## config.mk

```make
export PLATFORM = sky130hd
export DESIGN_NAME = fbase_top
export DESIGN_NICKNAME = d
export VERILOG_FILES = /design/src/rtl/fbase_pkg.sv /design/src/rtl/fbase_decode.sv /design/src/rtl/fbase_bank.sv /design/src/rtl/fbase_status.sv /design/src/rtl/fbase_top.sv
export SDC_FILE = /design/constraint.sdc
export NUM_CORES = 1
export LEC_CHECK = 0
export ABC_AREA = 1
export BUFFER_PORTS_ARGS = -buffer_cell sky130_fd_sc_hd__buf_4
export CORE_ASPECT_RATIO = 0.8
export CORE_MARGIN = 2
export CORE_UTILIZATION = 47
export DETAILED_ROUTE_END_ITERATION = 10
export PLACE_DENSITY = 0.82
export SLEW_MARGIN = 20
export SYNTH_ARGS = -nofsm -noshare
export SYNTH_HDL_FRONTEND = slang
export SYNTH_SLANG_ARGS = --single-unit
```

## constraint.sdc

```tcl
create_clock -name clk -period 0.85 [get_ports clk]
set_input_delay 0.0425 -clock clk [delete_from_list [all_inputs] [get_ports clk]]
set_output_delay 0.0425 -clock clk [all_outputs]
set_load 0.03 [all_outputs]
```

## src/rtl/fbase_pkg.sv

```systemverilog
`timescale 1ns/1ps
package fbase_pkg;

    localparam int WORD_W = 32;
    localparam int ADDR_W = 8;

    typedef logic [WORD_W-1:0] word_t;
    typedef logic [ADDR_W-1:0] addr_t;

    // Decoded target of a register access
    typedef enum logic [2:0] {
        SEL_NONE,
        SEL_BASE,
        SEL_MASK,
        SEL_STAT,
        SEL_CLR
    } sel_e;

    // Clear the low alignment bits of a base value
    function automatic word_t align_word(input word_t w, input int unsigned lsb);
        word_t keep;
        keep = ~((word_t'(1) << lsb) - word_t'(1));
        return w & keep;
    endfunction

    // Byte offset of slot n in a word-spaced window
    function automatic addr_t slot_offset(input int unsigned base, input int unsigned n);
        return addr_t'(base + 4 * n);
    endfunction

endpackage

```

## src/rtl/fbase_decode.sv

```systemverilog
`timescale 1ns/1ps
module fbase_decode
    import fbase_pkg::*;
#(
    parameter int NUM_PANELS = 2,
    parameter int BASE_OFF   = 16,
    parameter int IDX_W      = 1
) (
    input  addr_t            addr,
    output sel_e             sel,
    output logic [IDX_W-1:0] idx
);
    localparam int MASK_OFF = BASE_OFF + 4 * NUM_PANELS;
    localparam int STAT_OFF = MASK_OFF + 4;
    localparam int CLR_OFF  = STAT_OFF + 4;

    always_comb begin
        sel = SEL_NONE;
        idx = '0;
        for (int i = 0; i < NUM_PANELS; i++) begin
            if (addr == slot_offset(BASE_OFF, i)) begin
                sel = SEL_BASE;
                idx = IDX_W'(i);
            end
        end
        if (addr == addr_t'(MASK_OFF)) sel = SEL_MASK;
        if (addr == addr_t'(STAT_OFF)) sel = SEL_STAT;
        if (addr == addr_t'(CLR_OFF))  sel = SEL_CLR;
    end
endmodule

```

## src/rtl/fbase_bank.sv

```systemverilog
`timescale 1ns/1ps
module fbase_bank
    import fbase_pkg::*;
#(
    parameter int NUM_PANELS = 2,
    parameter int ALIGN_BITS = 2
) (
    input  logic                  clk,
    input  logic                  rst,
    input  logic [NUM_PANELS-1:0] we,
    input  word_t                 wdata,
    input  logic                  load,
    output word_t                 shadow [NUM_PANELS],
    output word_t                 active [NUM_PANELS]
);
    word_t wdata_al;
    assign wdata_al = align_word(wdata, ALIGN_BITS);

    for (genvar p = 0; p < NUM_PANELS; p++) begin : g_panel
        word_t sh_q, ac_q;

        always_ff @(posedge clk) begin
            if (rst) begin
                sh_q <= '0;
                ac_q <= '0;
            end else begin
                if (we[p]) sh_q <= wdata_al;
                // the active copy takes the value held before this edge
                if (load)  ac_q <= sh_q;
            end
        end

        assign shadow[p] = sh_q;
        assign active[p] = ac_q;
    end
endmodule

```

## src/rtl/fbase_status.sv

```systemverilog
`timescale 1ns/1ps
module fbase_status (
    input  logic clk,
    input  logic rst,
    input  logic set,
    input  logic clr,
    input  logic mask_we,
    input  logic mask_wbit,
    output logic flag,
    output logic mask,
    output logic irq
);
    logic flag_q, mask_q;

    always_ff @(posedge clk) begin
        if (rst) begin
            flag_q <= 1'b0;
            mask_q <= 1'b0;
        end else begin
            if (set)      flag_q <= 1'b1;   // a set outranks a clear
            else if (clr) flag_q <= 1'b0;
            if (mask_we)  mask_q <= mask_wbit;
        end
    end

    assign flag = flag_q;
    assign mask = mask_q;
    assign irq  = flag_q & mask_q;
endmodule

```

## src/rtl/fbase_top.sv

```systemverilog
`timescale 1ns/1ps
module fbase_top
    import fbase_pkg::*;
#(
    parameter int NUM_PANELS = 2,
    parameter int ALIGN_BITS = 2,
    parameter int BASE_OFF   = 16
) (
    input  logic                         clk,
    input  logic                         rst,
    input  logic                         bus_wr,
    input  logic [ADDR_W-1:0]            bus_addr,
    input  logic [WORD_W-1:0]            bus_wdata,
    output logic [WORD_W-1:0]            bus_rdata,
    input  logic                         disp_en,
    input  logic                         vsync,
    output logic [NUM_PANELS*WORD_W-1:0] active_base,
    output logic                         base_upd,
    output logic                         irq
);
    localparam int IDX_W   = (NUM_PANELS > 1) ? $clog2(NUM_PANELS) : 1;
    localparam int CLR_OFF = BASE_OFF + 4 * NUM_PANELS + 8;

    sel_e             sel;
    logic [IDX_W-1:0] idx;
    logic [NUM_PANELS-1:0] base_we;
    logic             copy_evt;
    logic             flag, mask;
    word_t            shadow [NUM_PANELS];
    word_t            active [NUM_PANELS];

    fbase_decode #(
        .NUM_PANELS(NUM_PANELS),
        .BASE_OFF  (BASE_OFF),
        .IDX_W     (IDX_W)
    ) u_dec (
        .addr(bus_addr),
        .sel (sel),
        .idx (idx)
    );

    for (genvar p = 0; p < NUM_PANELS; p++) begin : g_we
        assign base_we[p] = bus_wr && (sel == SEL_BASE) && (idx == IDX_W'(p));
        assign active_base[p*WORD_W +: WORD_W] = active[p];
    end

    assign copy_evt = disp_en && vsync;

    fbase_bank #(
        .NUM_PANELS(NUM_PANELS),
        .ALIGN_BITS(ALIGN_BITS)
    ) u_bank (
        .clk   (clk),
        .rst   (rst),
        .we    (base_we),
        .wdata (bus_wdata),
        .load  (copy_evt),
        .shadow(shadow),
        .active(active)
    );

    fbase_status u_stat (
        .clk      (clk),
        .rst      (rst),
        .set      (copy_evt),
        .clr      (bus_wr && (sel == SEL_CLR) && bus_wdata[0]),
        .mask_we  (bus_wr && (sel == SEL_MASK)),
        .mask_wbit(bus_wdata[0]),
        .flag     (flag),
        .mask     (mask),
        .irq      (irq)
    );

    assign base_upd = flag;

    always_comb begin
        case (sel)
            SEL_BASE: bus_rdata = shadow[idx];
            SEL_MASK: bus_rdata = word_t'(mask);
            SEL_STAT: bus_rdata = word_t'(flag);
            default:  bus_rdata = '0;
        endcase
    end
endmodule

```

==> metrics.txt <==
status=finished with violations; failing checks=negative setup slack; complex-gate fraction of the synthesized area=21.39%; Slew Limit Headroom=65.94%; cells after synthesis=676; Synth top area share=49.24%; Req. time, crit path=810 ps; Clk pin slew, worst setup/hold paths=60 ps; vias in the first global route=5873; internal power=11920 uW; setup TNS=-32790 ps; Initial Util=48.24%; Ys Warns=0; placed cell areas=0.006988 mm2; routed vias/inst=5.872; final setup fails=148; CP max stage delay=180 ps; Die Wd=118.9 um; multi-input logic area=0.002892 mm2; sequential fraction of design power=37.9%; hpwl dp=10060 um; crit path kind=input port to primary output; Comb pwr share=11.5%; Root Buffer=clkbuf_16; Largest delay share family, worst path=buffers and inverters; antenna fix cells=0; RSZ-0062 raised after global routing=true; Die H=95.88 um; antenna-violating nets left=0; CP bufs+invs=5; clk sink count=122; xor/xnor share of the synthesized area=0%; cell taking the most area after synthesis=dfxtp_1; largest family of logic cells by synthesized area=compound AO/OA/AOI/OAI gates; wire per inst=22.03 um; maxcap violations=0; Net Sw Power=4097 uW; Fin Clk Skew=9.073 ps; Post-Synthesis Cell Area=0.004960 mm2; synth top area cells=dfxtp_1 (49%), a21oi_1 (15%), nand2_1 (7.8%); pwr/cell area=1695 mW/mm2; CTS H-tree depth=4; I/O pin count=143; fin area=0.009448 mm2; Hold WS=110.0 ps; clk_lat worst skew=420 ps; CP Launch Type=input port; Distinct cells, synth=21; fin crit period=1422 ps; Final Hold Viols=0; Detailed Route Iter0 Violations=598; Peak VDD IR=1.929 mV; sequential area share after synthesis=49.24%; DRC=0; largest net degree at the start of global routing=59; area taken by flip-flops and latches=0.002527 mm2; P_leak=0.003819 uW; drt first pass iters=5; CP max FO=5; placed instance count=940; vias=6160; CP Cell Sequence=buf_8, nor2_4, nand3_4, buf_6, nor2_4, buf_4, clkbuf_16, a21oi_2, a21oi_4, buf_6; initial antenna violation count=0; total CTS buffers=17; simple-gate share of the synthesized area=17.56%; die area=0.01140 mm2; syn_area_per_cell=7.337 um2; Crit path arrival time=1380 ps; Final period util=167.2%; Port-buffer cells=136; WL final=23110 um; Fill cells=342; slew of the pin with the lowest slew margin=510.9 ps; mux share of post-synthesis cell area=0%; Yosys reg bits=122; GRT Resource Usage Total=32.93%; share of cells above drive strength 1=53.14%; first-pass GRT wire length=29180 um; CTS tree=done; row cnt=33; Layout area overhead=90.49%; Core ar.=0.01028 mm2; deepest clock path buffer count=2; sw frac=25.58%; gr ovfl total=0; fin cells=1049; slowest CP cell=a21oi_4; final setup margin=-571.5 ps; Tightest Hold Check Type=input port to flip-flop; endpoint class of the critical path=primary output; max-slew violations=0; routability cong.=0.9051; clock share of power=50.6%; Final Net Count=942; Peak Freq=703.5 MHz; adder-cell area share of the yosys netlist=0%
==> power by group through the flow <==
| stage | logic (uW) | clock network [uW] | registers, uW |
|---|---|---|---|
| 2_1_floorplan | 441 | 0 | 6430 |
| 3_3_place_gp | 1370 | 0 | 6100 |
| 3_5_place_dp | 1400 | 0 | 6110 |
| 4_1_cts | 1700 | 7980 | 6050 |
| 5_1_grt | 1920 | 8310 | 6080 |
| 6_report | 1850 | 8100 | 6070 |
==> through the flow <==
stage	total power (uW)	setup WS, ps	utilization, %
CTS	15730	-432.3	86.07
finish	16010	-571.5	91.89
detailed placement	7511	-463.3	67.97
global route	16310	-561.5	91.89
floorplan	6869	-171.9	-
global placement	7478	-449.3	67.97
==> sequential cells by signal, indices dropped and copies added (netlist names) <==
signal               cells
u_stat.flag              1
u_bank.g_panel.sh_q     60
u_stat.mask              1
u_bank.g_panel.ac_q     60
==> timing repair <==
item | in CTS | in global routing
hold buffers | 33 | 0
setup buffers | 23 | 12
gates cloned | 5 | 8
hold endpoints to repair | 62 | 0
resized for setup | 196 | 95
setup endpoints to repair | 111 | 154
pin swaps | 12 | 10
==> area by class of cell <==
type | instances | share of cell area (%)
Inverter | 71 | 2.861
Tap cell | 140 | 1.854
Sequential cell | 122 | 26.75
Timing Repair Buffer | 255 | 31.07
Clock buffer | 17 | 4.503
Clock inverter | 14 | 2.357
Multi-Input combinational cell | 430 | 30.61
==> worst min-delay path, delay by kind of cell <==
family / cells / cell delay (ps)
compound gates: 1 / 80
simple gates: 2 / 160
buf+inv: 1 / 180
==> cell usage after synthesis <==
library cell	instances
nor2_2	2
buf_2	12
buf_6	4
nor2_4	1
nand3_1	35
inv_2	1
clkbuf_1	30
nand4_1	2
buf_1	2
dfxtp_1	122
o21ai_0	62
buf_8	3
a21oi_1	150
nor2_1	68
nand4_2	1
inv_1	69
conb_1	1
buf_4	6
nor3_1	1
nand2_1	103
clkinv_1	1
==> kinds of logic (layout without fill, tap and decap cells) <==
family | after synthesis | after routing
AOI/OAI and AO/OA | 212 | 212
other | 1 | 5
DFF | 122 | 122
and+or+nand+nor | 213 | 213
buffers and inverters | 128 | 357
==> per-layer routing <==
layer	wire (um)	share of wire, %	GRT usage [%]	vias up
met2	11660	50	59.20	456
met4	1324	5.7	17.76	0
li1	-	-	-	2629
met5	0	0	0	-
met1	8205	36	35.69	2941
met3	1923	8.3	9.419	134
==> cell usage in the layout, fill, tap and decap left out, types with 3 or more instances in the layout <==
| cell type | count |
|---|---|
| buf_12 | 19 |
| o21ai_0 | 59 |
| nor2_4 | 8 |
| buf_4 | 68 |
| dlygate4sd3_1 | 33 |
| bufinv_16 | 5 |
| buf_16 | 5 |
| inv_2 | 7 |
| nand3_2 | 29 |
| nand3_4 | 4 |
| nand2_2 | 27 |
| dfxtp_1 | 58 |
| clkinv_4 | 3 |
| buf_8 | 8 |
| a21oi_2 | 40 |
| nor2_2 | 5 |
| clkbuf_16 | 23 |
| a21oi_1 | 77 |
| clkinvlp_4 | 5 |
| dfxtp_2 | 62 |
| buf_6 | 116 |
| a21oi_4 | 33 |
| conb_1 | 5 |
| nand2_1 | 67 |
| nor2_1 | 58 |
| inv_1 | 62 |
| nand2_4 | 8 |
==> final timing paths <==
path	end	slack, ps	startpoint	cells past startpoint
setup / recovery	bus_rdata[10]	-570	bus_addr[7]	10
hold / removal	u_stat.mask	110	bus_wr	4
hold reg to reg	u_bank.g_panel[1].sh_q[26]	480	u_bank.g_panel[1].sh_q[26]	2
setup reg to reg	u_bank.g_panel[0].ac_q[6]	-70	u_bank.g_panel[0].ac_q[6]	2
No activity file was read; power rests on OpenSTA's default activity.
